### config.mk
export PLATFORM = sky130hd
export DESIGN_NAME = eel_loader
export DESIGN_NICKNAME = d
export VERILOG_FILES = /design/src/rtl/eel_pkg.sv /design/src/rtl/eel_bitphy.sv /design/src/rtl/eel_seq.sv /design/src/rtl/eel_loader.sv
export SDC_FILE = /design/constraint.sdc
export NUM_CORES = 1
export LEC_CHECK = 0
export BUFFER_PORTS_ARGS = -buffer_cell sky130_fd_sc_hd__buf_2
export CAP_MARGIN = 20
export CORE_MARGIN = 1
export CORE_UTILIZATION = 35
export CTS_BUF_LIST = sky130_fd_sc_hd__clkbuf_4 sky130_fd_sc_hd__clkbuf_8
export DETAILED_ROUTE_END_ITERATION = 16
export PLACE_DENSITY_LB_ADDON = 0.3
export SLEW_MARGIN = 15
export SYNTH_ARGS = -nofsm -noshare
export SYNTH_HDL_FRONTEND = slang
export SYNTH_SLANG_ARGS = --single-unit
export TNS_END_PERCENT = 20
### constraint.sdc
create_clock -name clk -period 2.4 [get_ports clk]
set_clock_uncertainty 0.2 [all_clocks]
set_input_delay 0.12 -clock clk [delete_from_list [all_inputs] [get_ports clk]]
set_output_delay 0.12 -clock clk [all_outputs]
set_load 0.05 [all_outputs]
### src/rtl/eel_pkg.sv
package eel_pkg;
  typedef enum logic [1:0] {
    CMD_START = 2'd0,
    CMD_STOP  = 2'd1,
    CMD_BIT   = 2'd2
  } cmd_e;
endpackage

### src/rtl/eel_bitphy.sv
// Bit-level engine: START, STOP and single data bits with SCL timing.
// The high phase is timed only once the line is seen high, which makes
// the engine follow slower masters stretching the low phase.
module eel_bitphy
  import eel_pkg::*;
#(
  parameter int T_LOW  = 1250,
  parameter int T_HIGH = 1250
) (
  input  logic clk,
  input  logic clr,
  input  logic cmd_v,
  input  cmd_e cmd,
  input  logic cmd_tx,
  output logic done,
  output logic rx,
  input  logic scl_i,
  input  logic sda_i,
  output logic scl_oe,
  output logic sda_oe
);
  localparam int TMAX = (T_LOW > T_HIGH) ? T_LOW : T_HIGH;
  localparam int CW   = $clog2(TMAX + 1);

  typedef enum logic [2:0] {P_IDLE, P_LO, P_RISE, P_HI, P_FIN} ph_e;

  ph_e         st;
  cmd_e        cur;
  logic [CW-1:0] cnt;
  logic [1:0]  scl_s, sda_s;

  always_ff @(posedge clk) begin
    if (clr) begin
      scl_s <= 2'b11;
      sda_s <= 2'b11;
    end else begin
      scl_s <= {scl_s[0], scl_i};
      sda_s <= {sda_s[0], sda_i};
    end
  end

  always_ff @(posedge clk) begin
    if (clr) begin
      st     <= P_IDLE;
      cur    <= CMD_BIT;
      cnt    <= '0;
      scl_oe <= 1'b0;
      sda_oe <= 1'b0;
      done   <= 1'b0;
      rx     <= 1'b0;
    end else begin
      done <= 1'b0;
      case (st)
        P_IDLE: if (cmd_v) begin
          cur <= cmd;
          cnt <= '0;
          st  <= P_LO;
          case (cmd)
            CMD_START: sda_oe <= 1'b0;
            CMD_STOP:  begin sda_oe <= 1'b1; scl_oe <= 1'b1; end
            default:   begin sda_oe <= ~cmd_tx; scl_oe <= 1'b1; end
          endcase
        end
        P_LO: begin
          if (cnt == CW'(T_LOW - 1)) begin
            scl_oe <= 1'b0;
            st     <= P_RISE;
          end else begin
            cnt <= cnt + 1'b1;
          end
        end
        P_RISE: begin
          cnt <= '0;
          if (scl_s[1]) st <= P_HI;
        end
        P_HI: begin
          if (cnt == CW'(T_HIGH - 1) || (cur == CMD_BIT && !scl_s[1])) begin
            cnt <= '0;
            case (cur)
              CMD_BIT: begin
                rx     <= sda_s[1];
                scl_oe <= 1'b1;
                done   <= 1'b1;
                st     <= P_IDLE;
              end
              CMD_START: begin sda_oe <= 1'b1; st <= P_FIN; end
              default:   begin sda_oe <= 1'b0; st <= P_FIN; end
            endcase
          end else begin
            cnt <= cnt + 1'b1;
          end
        end
        P_FIN: begin
          if (cnt == CW'(T_HIGH - 1)) begin
            if (cur == CMD_START) scl_oe <= 1'b1;
            done <= 1'b1;
            st   <= P_IDLE;
          end else begin
            cnt <= cnt + 1'b1;
          end
        end
        default: st <= P_IDLE;
      endcase
    end
  end
endmodule

### src/rtl/eel_seq.sv
// Byte sequencer: addresses the EEPROM, reads NREG bytes, reports result.
module eel_seq
  import eel_pkg::*;
#(
  parameter int         NREG      = 16,
  parameter int         STRAP_W   = 4,
  parameter int         START_DLY = 50000,
  parameter logic [6:0] DEV_ADDR  = 7'h50
) (
  input  logic               clk,
  input  logic               clr,
  input  logic [STRAP_W-1:0] strap,
  output logic               cmd_v,
  output cmd_e               cmd,
  output logic               cmd_tx,
  input  logic               phy_done,
  input  logic               phy_rx,
  output logic               wr_en,
  output logic [$clog2(NREG)-1:0] wr_idx,
  output logic [7:0]         wr_data,
  output logic               load_ok
);
  localparam int IDX_W = $clog2(NREG);
  localparam int DW    = $clog2(START_DLY + 1);
  localparam logic [IDX_W-1:0] LAST = IDX_W'(NREG - 1);

  typedef enum logic [2:0] {Q_DLY, Q_START, Q_TX, Q_RX, Q_STOP, Q_END} st_e;

  st_e            st;
  logic [DW-1:0]  dly;
  logic           pend, fail;
  logic [3:0]     bitc;
  logic [7:0]     sh;
  logic [1:0]     tx_idx;
  logic [IDX_W-1:0] rd_idx;
  logic [7:0]     wa_byte;

  assign wa_byte = 8'({strap, {IDX_W{1'b0}}});

  always_ff @(posedge clk) begin
    if (clr) begin
      st      <= Q_DLY;
      dly     <= '0;
      pend    <= 1'b0;
      fail    <= 1'b0;
      bitc    <= '0;
      sh      <= '0;
      tx_idx  <= '0;
      rd_idx  <= '0;
      cmd_v   <= 1'b0;
      cmd     <= CMD_BIT;
      cmd_tx  <= 1'b1;
      wr_en   <= 1'b0;
      wr_idx  <= '0;
      wr_data <= '0;
      load_ok <= 1'b0;
    end else begin
      cmd_v <= 1'b0;
      wr_en <= 1'b0;
      case (st)
        Q_DLY: begin
          if (dly == DW'(START_DLY - 1)) st <= Q_START;
          else dly <= dly + 1'b1;
        end
        Q_START: begin
          if (!pend) begin
            cmd_v <= 1'b1; pend <= 1'b1; cmd <= CMD_START; cmd_tx <= 1'b1;
          end else if (phy_done) begin
            pend <= 1'b0;
            bitc <= '0;
            sh   <= (tx_idx == 2'd2) ? {DEV_ADDR, 1'b1} : {DEV_ADDR, 1'b0};
            st   <= Q_TX;
          end
        end
        Q_TX: begin
          if (!pend) begin
            cmd_v <= 1'b1; pend <= 1'b1; cmd <= CMD_BIT;
            cmd_tx <= (bitc == 4'd8) ? 1'b1 : sh[7];
          end else if (phy_done) begin
            pend <= 1'b0;
            if (bitc != 4'd8) begin
              sh   <= {sh[6:0], 1'b0};
              bitc <= bitc + 1'b1;
            end else if (phy_rx) begin
              fail <= 1'b1;
              st   <= Q_STOP;
            end else begin
              bitc <= '0;
              case (tx_idx)
                2'd0:    begin tx_idx <= 2'd1; sh <= wa_byte; end
                2'd1:    begin tx_idx <= 2'd2; st <= Q_START; end
                default: st <= Q_RX;
              endcase
            end
          end
        end
        Q_RX: begin
          if (!pend) begin
            cmd_v <= 1'b1; pend <= 1'b1; cmd <= CMD_BIT;
            cmd_tx <= (bitc == 4'd8) ? (rd_idx == LAST) : 1'b1;
          end else if (phy_done) begin
            pend <= 1'b0;
            if (bitc != 4'd8) begin
              sh   <= {sh[6:0], phy_rx};
              bitc <= bitc + 1'b1;
            end else begin
              wr_en   <= 1'b1;
              wr_idx  <= rd_idx;
              wr_data <= sh;
              bitc    <= '0;
              if (rd_idx == LAST) st <= Q_STOP;
              else rd_idx <= rd_idx + 1'b1;
            end
          end
        end
        Q_STOP: begin
          if (!pend) begin
            cmd_v <= 1'b1; pend <= 1'b1; cmd <= CMD_STOP; cmd_tx <= 1'b1;
          end else if (phy_done) begin
            pend    <= 1'b0;
            load_ok <= !fail;
            st      <= Q_END;
          end
        end
        default: st <= Q_END;
      endcase
    end
  end
endmodule

### src/rtl/eel_loader.sv
module eel_loader
  import eel_pkg::*;
#(
  parameter int         NREG      = 16,
  parameter int         STRAP_W   = 4,
  parameter int         T_LOW     = 1250,
  parameter int         T_HIGH    = 1250,
  parameter int         START_DLY = 50000,
  parameter logic [6:0] DEV_ADDR  = 7'h50
) (
  input  logic               clk,
  input  logic               rst,
  input  logic               cfg_rst_n,
  input  logic               master_mode,
  input  logic [STRAP_W-1:0] strap,
  input  logic               scl_i,
  output logic               scl_oe,
  input  logic               sda_i,
  output logic               sda_oe,
  output logic               load_ok,
  output logic [NREG*8-1:0]  cfg_regs
);
  localparam int IDX_W = $clog2(NREG);

  logic             clr;
  logic             cmd_v, cmd_tx, phy_done, phy_rx, wr_en;
  cmd_e             cmd;
  logic [IDX_W-1:0] wr_idx;
  logic [7:0]       wr_data;

  assign clr = rst | ~cfg_rst_n | ~master_mode;

  eel_seq #(
    .NREG(NREG), .STRAP_W(STRAP_W), .START_DLY(START_DLY), .DEV_ADDR(DEV_ADDR)
  ) u_seq (
    .clk(clk), .clr(clr), .strap(strap),
    .cmd_v(cmd_v), .cmd(cmd), .cmd_tx(cmd_tx),
    .phy_done(phy_done), .phy_rx(phy_rx),
    .wr_en(wr_en), .wr_idx(wr_idx), .wr_data(wr_data),
    .load_ok(load_ok)
  );

  eel_bitphy #(.T_LOW(T_LOW), .T_HIGH(T_HIGH)) u_phy (
    .clk(clk), .clr(clr),
    .cmd_v(cmd_v), .cmd(cmd), .cmd_tx(cmd_tx),
    .done(phy_done), .rx(phy_rx),
    .scl_i(scl_i), .sda_i(sda_i),
    .scl_oe(scl_oe), .sda_oe(sda_oe)
  );

  for (genvar g = 0; g < NREG; g++) begin : g_reg
    logic [7:0] r;
    always_ff @(posedge clk) begin
      if (clr) r <= '0;
      else if (wr_en && wr_idx == IDX_W'(g)) r <= wr_data;
    end
    assign cfg_regs[g*8 +: 8] = r;
  end
endmodule

# ---- Word-level counts from Yosys, hierarchy flattened
# Cells that the tools add are included.
# Widths: inputs -> output; s select.
dict set report word_totals {
  ff_bits 209
  input_bits 10
  word_cells 257
}
dict set report op_classes {
  n_addsub 4
  n_eq_ne 64
  n_mux 80
  bitwise 13
  reduce_logical 56
}
# operator count
set op_table {}
lappend op_table {{$mux 8} 10}
lappend op_table {{$mux 3} 19}
lappend op_table {{$pmux 11 s4} 1}
lappend op_table {{$eq 4x4->1 const B} 10}
lappend op_table {{$mux 4} 9}
lappend op_table {{$ne 2x1->1 const B} 17}
lappend op_table {{$mux 11} 3}
lappend op_table {{$pmux 3 s5} 2}
lappend op_table {{$ne 2x2->1 const B} 12}
lappend op_table {{$pmux 8 s3} 1}
lappend op_table {{$mux 1} 22}
lappend op_table {{$logic_and 1x1->1} 17}
lappend op_table {{$add 16x1->16 const B} 1}
lappend op_table {{$eq 16x16->1 const B} 1}
lappend op_table {{$eq 4x3->1 const B} 4}
lappend op_table {{$reduce_and 4->1} 4}
lappend op_table {{$reduce_and 8->1} 2}
lappend op_table {{$reduce_and 5->1} 3}
lappend op_table {{$reduce_and 13->1} 1}
lappend op_table {{$eq 3x2->1 const B} 4}
lappend op_table {{$pmux 4 s3} 1}
lappend op_table {{$add 11x1->11 const B} 1}
lappend op_table {{$eq 11x11->1 const B} 1}
lappend op_table {{$not 1->1} 11}
lappend op_table {{other kinds (33)} 60}

# ---- Logic depth before layout (Yosys ltp)
dict set report depth {
  ltp_word 7
  ltp_mapped 7
  mapped_depth_nobuf 6
}

# ---- By module
# Synthesis repeated with hierarchy kept, for this count alone.
dict set report unflattened {
  cells_unflattened 893
  area_unflattened_um2 8674.6
}
# mod instances cells_per_inst area_each_um2 seq_area_each_um2
set by_module_without_submodules {}
lappend by_module_without_submodules {eel_loader 1 447 4753.3 2562.5}
lappend by_module_without_submodules {eel_seq 1 309 2641.3 1141.1}
lappend by_module_without_submodules {eel_bitphy 1 137 1280.0 480.5}

# ---- Worst setup path before layout
# Ideal clock, no wire load.
dict set report synth_path {
  path_kind {flip-flop to flip-flop}
  startpoint {register u_seq.bitc[0]}
  endpoint {register u_seq.bitc[3]}
  arrival_time_ps 1952
  setup_slack_ps 177
  path_stages_with_launch 8
  period_less_slack_ps 2223
  path_cell_list {dfxtp_1 > inv_1 > ha_1 > nor4bb_1 > clkbuf_1 > a2111o_1 > or4_1 > a21oi_1}
}
dict set report synth_between {
  elab_chain_cells 5
  elab_cells_between_ends 11
  cone_classes {add/sub: 1; eq/ne: 2; mux: 7; reduce/logical: 1}
}
# item line_no
set synth_rtl {}
lappend synth_rtl {{start, declared} eel_seq.sv:32} ;# logic [3:0] bitc;
lappend synth_rtl {{start signal, assigned} eel_seq.sv:83} ;# bitc <= bitc + 1'b1;
lappend synth_rtl {{start signal, assigned} eel_seq.sv:105} ;# bitc <= bitc + 1'b1;
lappend synth_rtl {{$add 4x1->4 or $ne 4x4->1 (tied branches)} -}
lappend synth_rtl {{$mux 4, on equally long branches} {eel_seq.sv:103, eel_seq.sv:81}}
lappend synth_rtl {{$mux 4, on equally long branches} {eel_seq.sv:101, eel_seq.sv:79}}
lappend synth_rtl {{$mux 4, on equally long branches} {eel_seq.sv:98, eel_seq.sv:76}}
lappend synth_rtl {{$pmux 4 s3} eel_seq.sv:60} ;# case (st)
# Parallel ways exist; a longest one is shown, timed or not. The select of a mux whose other input is x is not followed.
# A chain may end at the register's enable or synchronous reset.

# ---- Final worst setup path
dict set report layout_path {
  startpoint {register u_seq.dly[4]}
  endpoint {register u_seq.dly[2]}
}
dict set report layout_between {
  elab_chain_cells 3
}
# item line_no
set layout_rtl {}
lappend layout_rtl {{start, declared} eel_seq.sv:30} ;# logic [DW-1:0] dly;
lappend layout_rtl {{start signal, assigned} eel_seq.sv:63} ;# else dly <= dly + 1'b1;
lappend layout_rtl {{$eq 16x16->1} eel_seq.sv:62} ;# if (dly == DW'(START_DLY - 1)) st <= Q_START;
lappend layout_rtl {{$not 1->1 (no line)} -}
lappend layout_rtl {{$reduce_and 2->1 (no line)} -}
# Every way passes these cells.

==> out/qor.txt <==
========================================================================================
Type of origin of the critical path                                                 flop
GR Util met1                                                                       0.222
Maximum VDD drop                                                                  311 uV
Setup CP Type                                                               flop to flop
Count of port buffers added during placement                                         140
Overall routing resource usage                                                     0.167
Setup Buffers After CTS                                                                0
Final core area utilization                                                        0.439
Library cells used by synthesis                                                       65
WL final                                                                        21400 um
Sum of negative setup slack                                                         0 ns
Via count of the first global-routing pass                                          6618
Post-Place Setup Slack                                                          0.262 ns
Critical path data arrival time                                                  2.40 ns
Clock transition at path regs                                                    0.06 ns
Launching point of the worst reg2reg path                                   u_seq.dly[4]
Final Hold Viols                                                                       0
Post-synthesis sequential area ratio                                               0.485
Floorplan row count                                                                   57
Maximum fanout encountered on the critical timing path                                 7
Hold Startpoint                                                              master_mode
Initial antenna violation count                                                        0
Setup slack, reg-to-reg                                                          0.21 ns
R2r worst-path depth                                                                   5
Global Route met3 Usage                                                           0.0331
Worst-case setup margin in the final layout                                     0.210 ns
Area contributors post-synth                                                sky130_fd_sc_hd__dfxtp_1, sky130_fd_sc_hd__mux2i_1, sky130_fd_sc_hd__nor2_1
Cell type with the largest total area after synthesis                       sky130_fd_sc_hd__dfxtp_1
Pin count of the biggest net entering global routing                                 136
Post-synthesis area per instance                                                9.35 um2
Flop and latch count out of synthesis                                                209
HPWL after detailed placement                                                   14000 um
Portion of the clock cycle consumed by the worst path in the final layout          0.913
Die Width                                                                         159 um
Terminus of the critical flop-to-flop path                                  u_seq.dly[2]
TritonCTS clock tree                                                                 yes
Number of vias per cell                                                             4.98
Commonest register cell after synthesis                                     sky130_fd_sc_hd__dfxtp_1
GRT busiest layer                                                                   met2
DRT Pass-1 Iters                                                                       5
Leftover overflow at the end of global routing                                         0
Grt met2 use                                                                       0.271
Antenna diodes                                                                         0
Final std cell area, no fill                                                  0.0107 mm2
Power after layout                                                               6.95 mW
Drt drc                                                                                0
Critical Path End Type                                                              flop
Unrepaired setup endpoints after global routing                                       no
# fillers                                                                           2386
Number of gates resized after cts                                                      0
Hold-critical path endpoint                                                 u_phy.cur[1]
Post-DR wirelength/cell                                                          14.9 um
Clock Sink Count                                                                     209
Weighted congestion reported at the end of routability-driven placement            0.789
Relative area change from synthesis to final layout                                23.5%
Vertical extent of the die                                                        159 um
Post-Syn Nets                                                                        938
H-tree lvl count                                                                       2
Number of I/O pins                                                                   141
Maximum capacitance violations                                                         0
Via total after detailed routing                                                    7140
Buffers from clock root to sink, at most                                               3
Power per Cell Area                                                           652 mW/mm2
Cell at the root of the clock tree                                          sky130_fd_sc_hd__clkbuf_8
Number of synthesis warnings                                                           0
Final Critical Period                                                            2.19 ns
Share of async-settable or async-resettable flops after synthesis                      0
Top-count cell post-synth                                                   sky130_fd_sc_hd__dfxtp_1
Result of the run                                                           finished clean
Netlist area before placement                                                0.00862 mm2
Global-route wire length before repair                                          34800 um
Maximum achievable frequency                                                     457 MHz
Area share of the largest cell type after synthesis                                0.485
Final max-slew violation count                                                         0
Leak                                                                             4.22 nW
Remaining antenna violation count after routing                                        0
Die Area                                                                      0.0253 mm2
Placed Instance Area                                                         0.00980 mm2
Count of final setup violators                                                         0
Required time of the critical path                                               2.61 ns
Worst skew pair latency                                                          0.52 ns
Number of nets at the end of the flow                                               1101
Core area                                                                     0.0242 mm2
Worst hold path type                                                        input port to flop
Leading post-synthesis cells by instance count                              sky130_fd_sc_hd__dfxtp_1, sky130_fd_sc_hd__nor2_1, sky130_fd_sc_hd__mux2i_1, sky130_fd_sc_hd__clkbuf_1, sky130_fd_sc_hd__a21oi_1
CTS Hold Buffers Added                                                                 7
Cell count after synthesis                                                           922
Slew Limit Headroom                                                                0.485
Share of cells above drive strength 1                                              0.239
Total CTS buffers                                                                     38
Slew at the pin with the worst max-slew slack                                   0.772 ns
Number of enable flip-flop cells after synthesis                                       0
Initial cell density of the core                                                   0.356
Cells on Worst Hold Path                                                               3
First DRT Iteration DRCs                                                             531
========================================================================================
==> report_power, final <==
part | internal (mW) | switching (mW)
clock | 1.97 | 1.43
combinational | 0.0211 | 0.0497
sequential | 3.47 | 0.00104
==> sequential cells by signal, indices dropped and copies added, names as in the netlist, 3 cells and up <==
signal	cells
g.r	128
u_seq.dly	16
u_phy.cnt	11
u_seq.sh	8
u_seq.wr_data	8
u_seq.bitc	4
u_seq.rd_idx	4
u_seq.wr_idx	4
u_phy.st	3
u_seq.st	3
==> cells by family (layout without fill, tap and decap cells) <==
family	count (synthesis)	after routing	share of synthesized area
simple gates	354	354	0.206
flops	209	209	0.485
mux	141	141	0.164
compound gates	119	119	0.0871
buf+inv	84	273	0.0395
xor+xnor	9	9	0.00914
fa+ha+maj	6	6	0.00871
==> worst max-delay path by stage <==
stage	from	endpoint	slack (ns)	depth (start not counted)
3_5_place_dp	u_seq.bitc[0]	u_seq.bitc[3]	0.26	6
5_1_grt	u_seq.bitc[0]	u_seq.bitc[3]	0.08	6
6_report	u_seq.dly[4]	u_seq.dly[2]	0.21	5
4_1_cts	u_seq.dly[4]	u_seq.dly[12]	0.23	5
3_3_place_gp	u_seq.bitc[0]	u_seq.bitc[3]	0.28	6
2_1_floorplan	u_seq.bitc[0]	u_seq.bitc[3]	0.18	7
==> metrics by stage <==
step	instances	hold WS [ns]
floorplan	922	0.0215
global placement	1362	0.104
detailed placement	1362	0.106
CTS	1435	0.000903
global route	1435	0.0353
finish	1435	0.0315
==> critical path, cell delays in order (launching register included) <==
cell                       delay [ns]
sky130_fd_sc_hd__dfxtp_1         0.35
sky130_fd_sc_hd__or4b_2          0.74
sky130_fd_sc_hd__nor4_2          0.36
sky130_fd_sc_hd__buf_4           0.21
sky130_fd_sc_hd__o311ai_0        0.12
sky130_fd_sc_hd__o41ai_1         0.10
==> layout by cell type (no fill, tap or decap), types with 3 or more instances in the layout <==
cell,count
sky130_fd_sc_hd__xnor2_1,7
sky130_fd_sc_hd__nand2b_1,12
sky130_fd_sc_hd__nor2_1,163
sky130_fd_sc_hd__nor4_1,6
sky130_fd_sc_hd__o31ai_1,11
sky130_fd_sc_hd__nor3_1,17
sky130_fd_sc_hd__buf_4,45
sky130_fd_sc_hd__or4_1,14
sky130_fd_sc_hd__nand3b_1,8
sky130_fd_sc_hd__nand4_1,14
sky130_fd_sc_hd__clkinv_2,4
sky130_fd_sc_hd__clkbuf_4,13
sky130_fd_sc_hd__dfxtp_1,209
sky130_fd_sc_hd__a31oi_1,4
sky130_fd_sc_hd__and3b_1,3
sky130_fd_sc_hd__ha_1,6
sky130_fd_sc_hd__o21ai_1,4
sky130_fd_sc_hd__dlygate4sd3_1,7
sky130_fd_sc_hd__nand2_1,38
sky130_fd_sc_hd__buf_2,140
sky130_fd_sc_hd__and4_1,3
sky130_fd_sc_hd__or3_1,12
sky130_fd_sc_hd__clkbuf_8,47
sky130_fd_sc_hd__inv_1,14
sky130_fd_sc_hd__nand3_1,31
sky130_fd_sc_hd__and3_1,7
sky130_fd_sc_hd__a211oi_1,12
sky130_fd_sc_hd__mux2i_1,139
sky130_fd_sc_hd__a21oi_1,47
sky130_fd_sc_hd__o21ai_0,18
sky130_fd_sc_hd__nor3b_1,5
==> cell type report <==
| class | count | area [um2] | share of cell area |
|---|---|---|---|
| sequential | 209 | 4180 | 0.393 |
| clock inverter | 6 | 37.5 | 0.00352 |
| timing repair buffer | 193 | 1130 | 0.106 |
| clock buffer | 60 | 744 | 0.0699 |
| multi-input combinational | 629 | 4100 | 0.385 |
| inverter | 14 | 52.6 | 0.00493 |
| tap | 324 | 405 | 0.0381 |
==> per-layer routing <==
| metal | share of wire | vias up |
|---|---|---|
| li1 | - | 3592 |
| met4 | 0.019 | 0 |
| met1 | 0.48 | 3334 |
| met3 | 0.046 | 38 |
| met5 | 0 | - |
| met2 | 0.46 | 176 |
No activity file was read; power rests on OpenSTA's default activity.
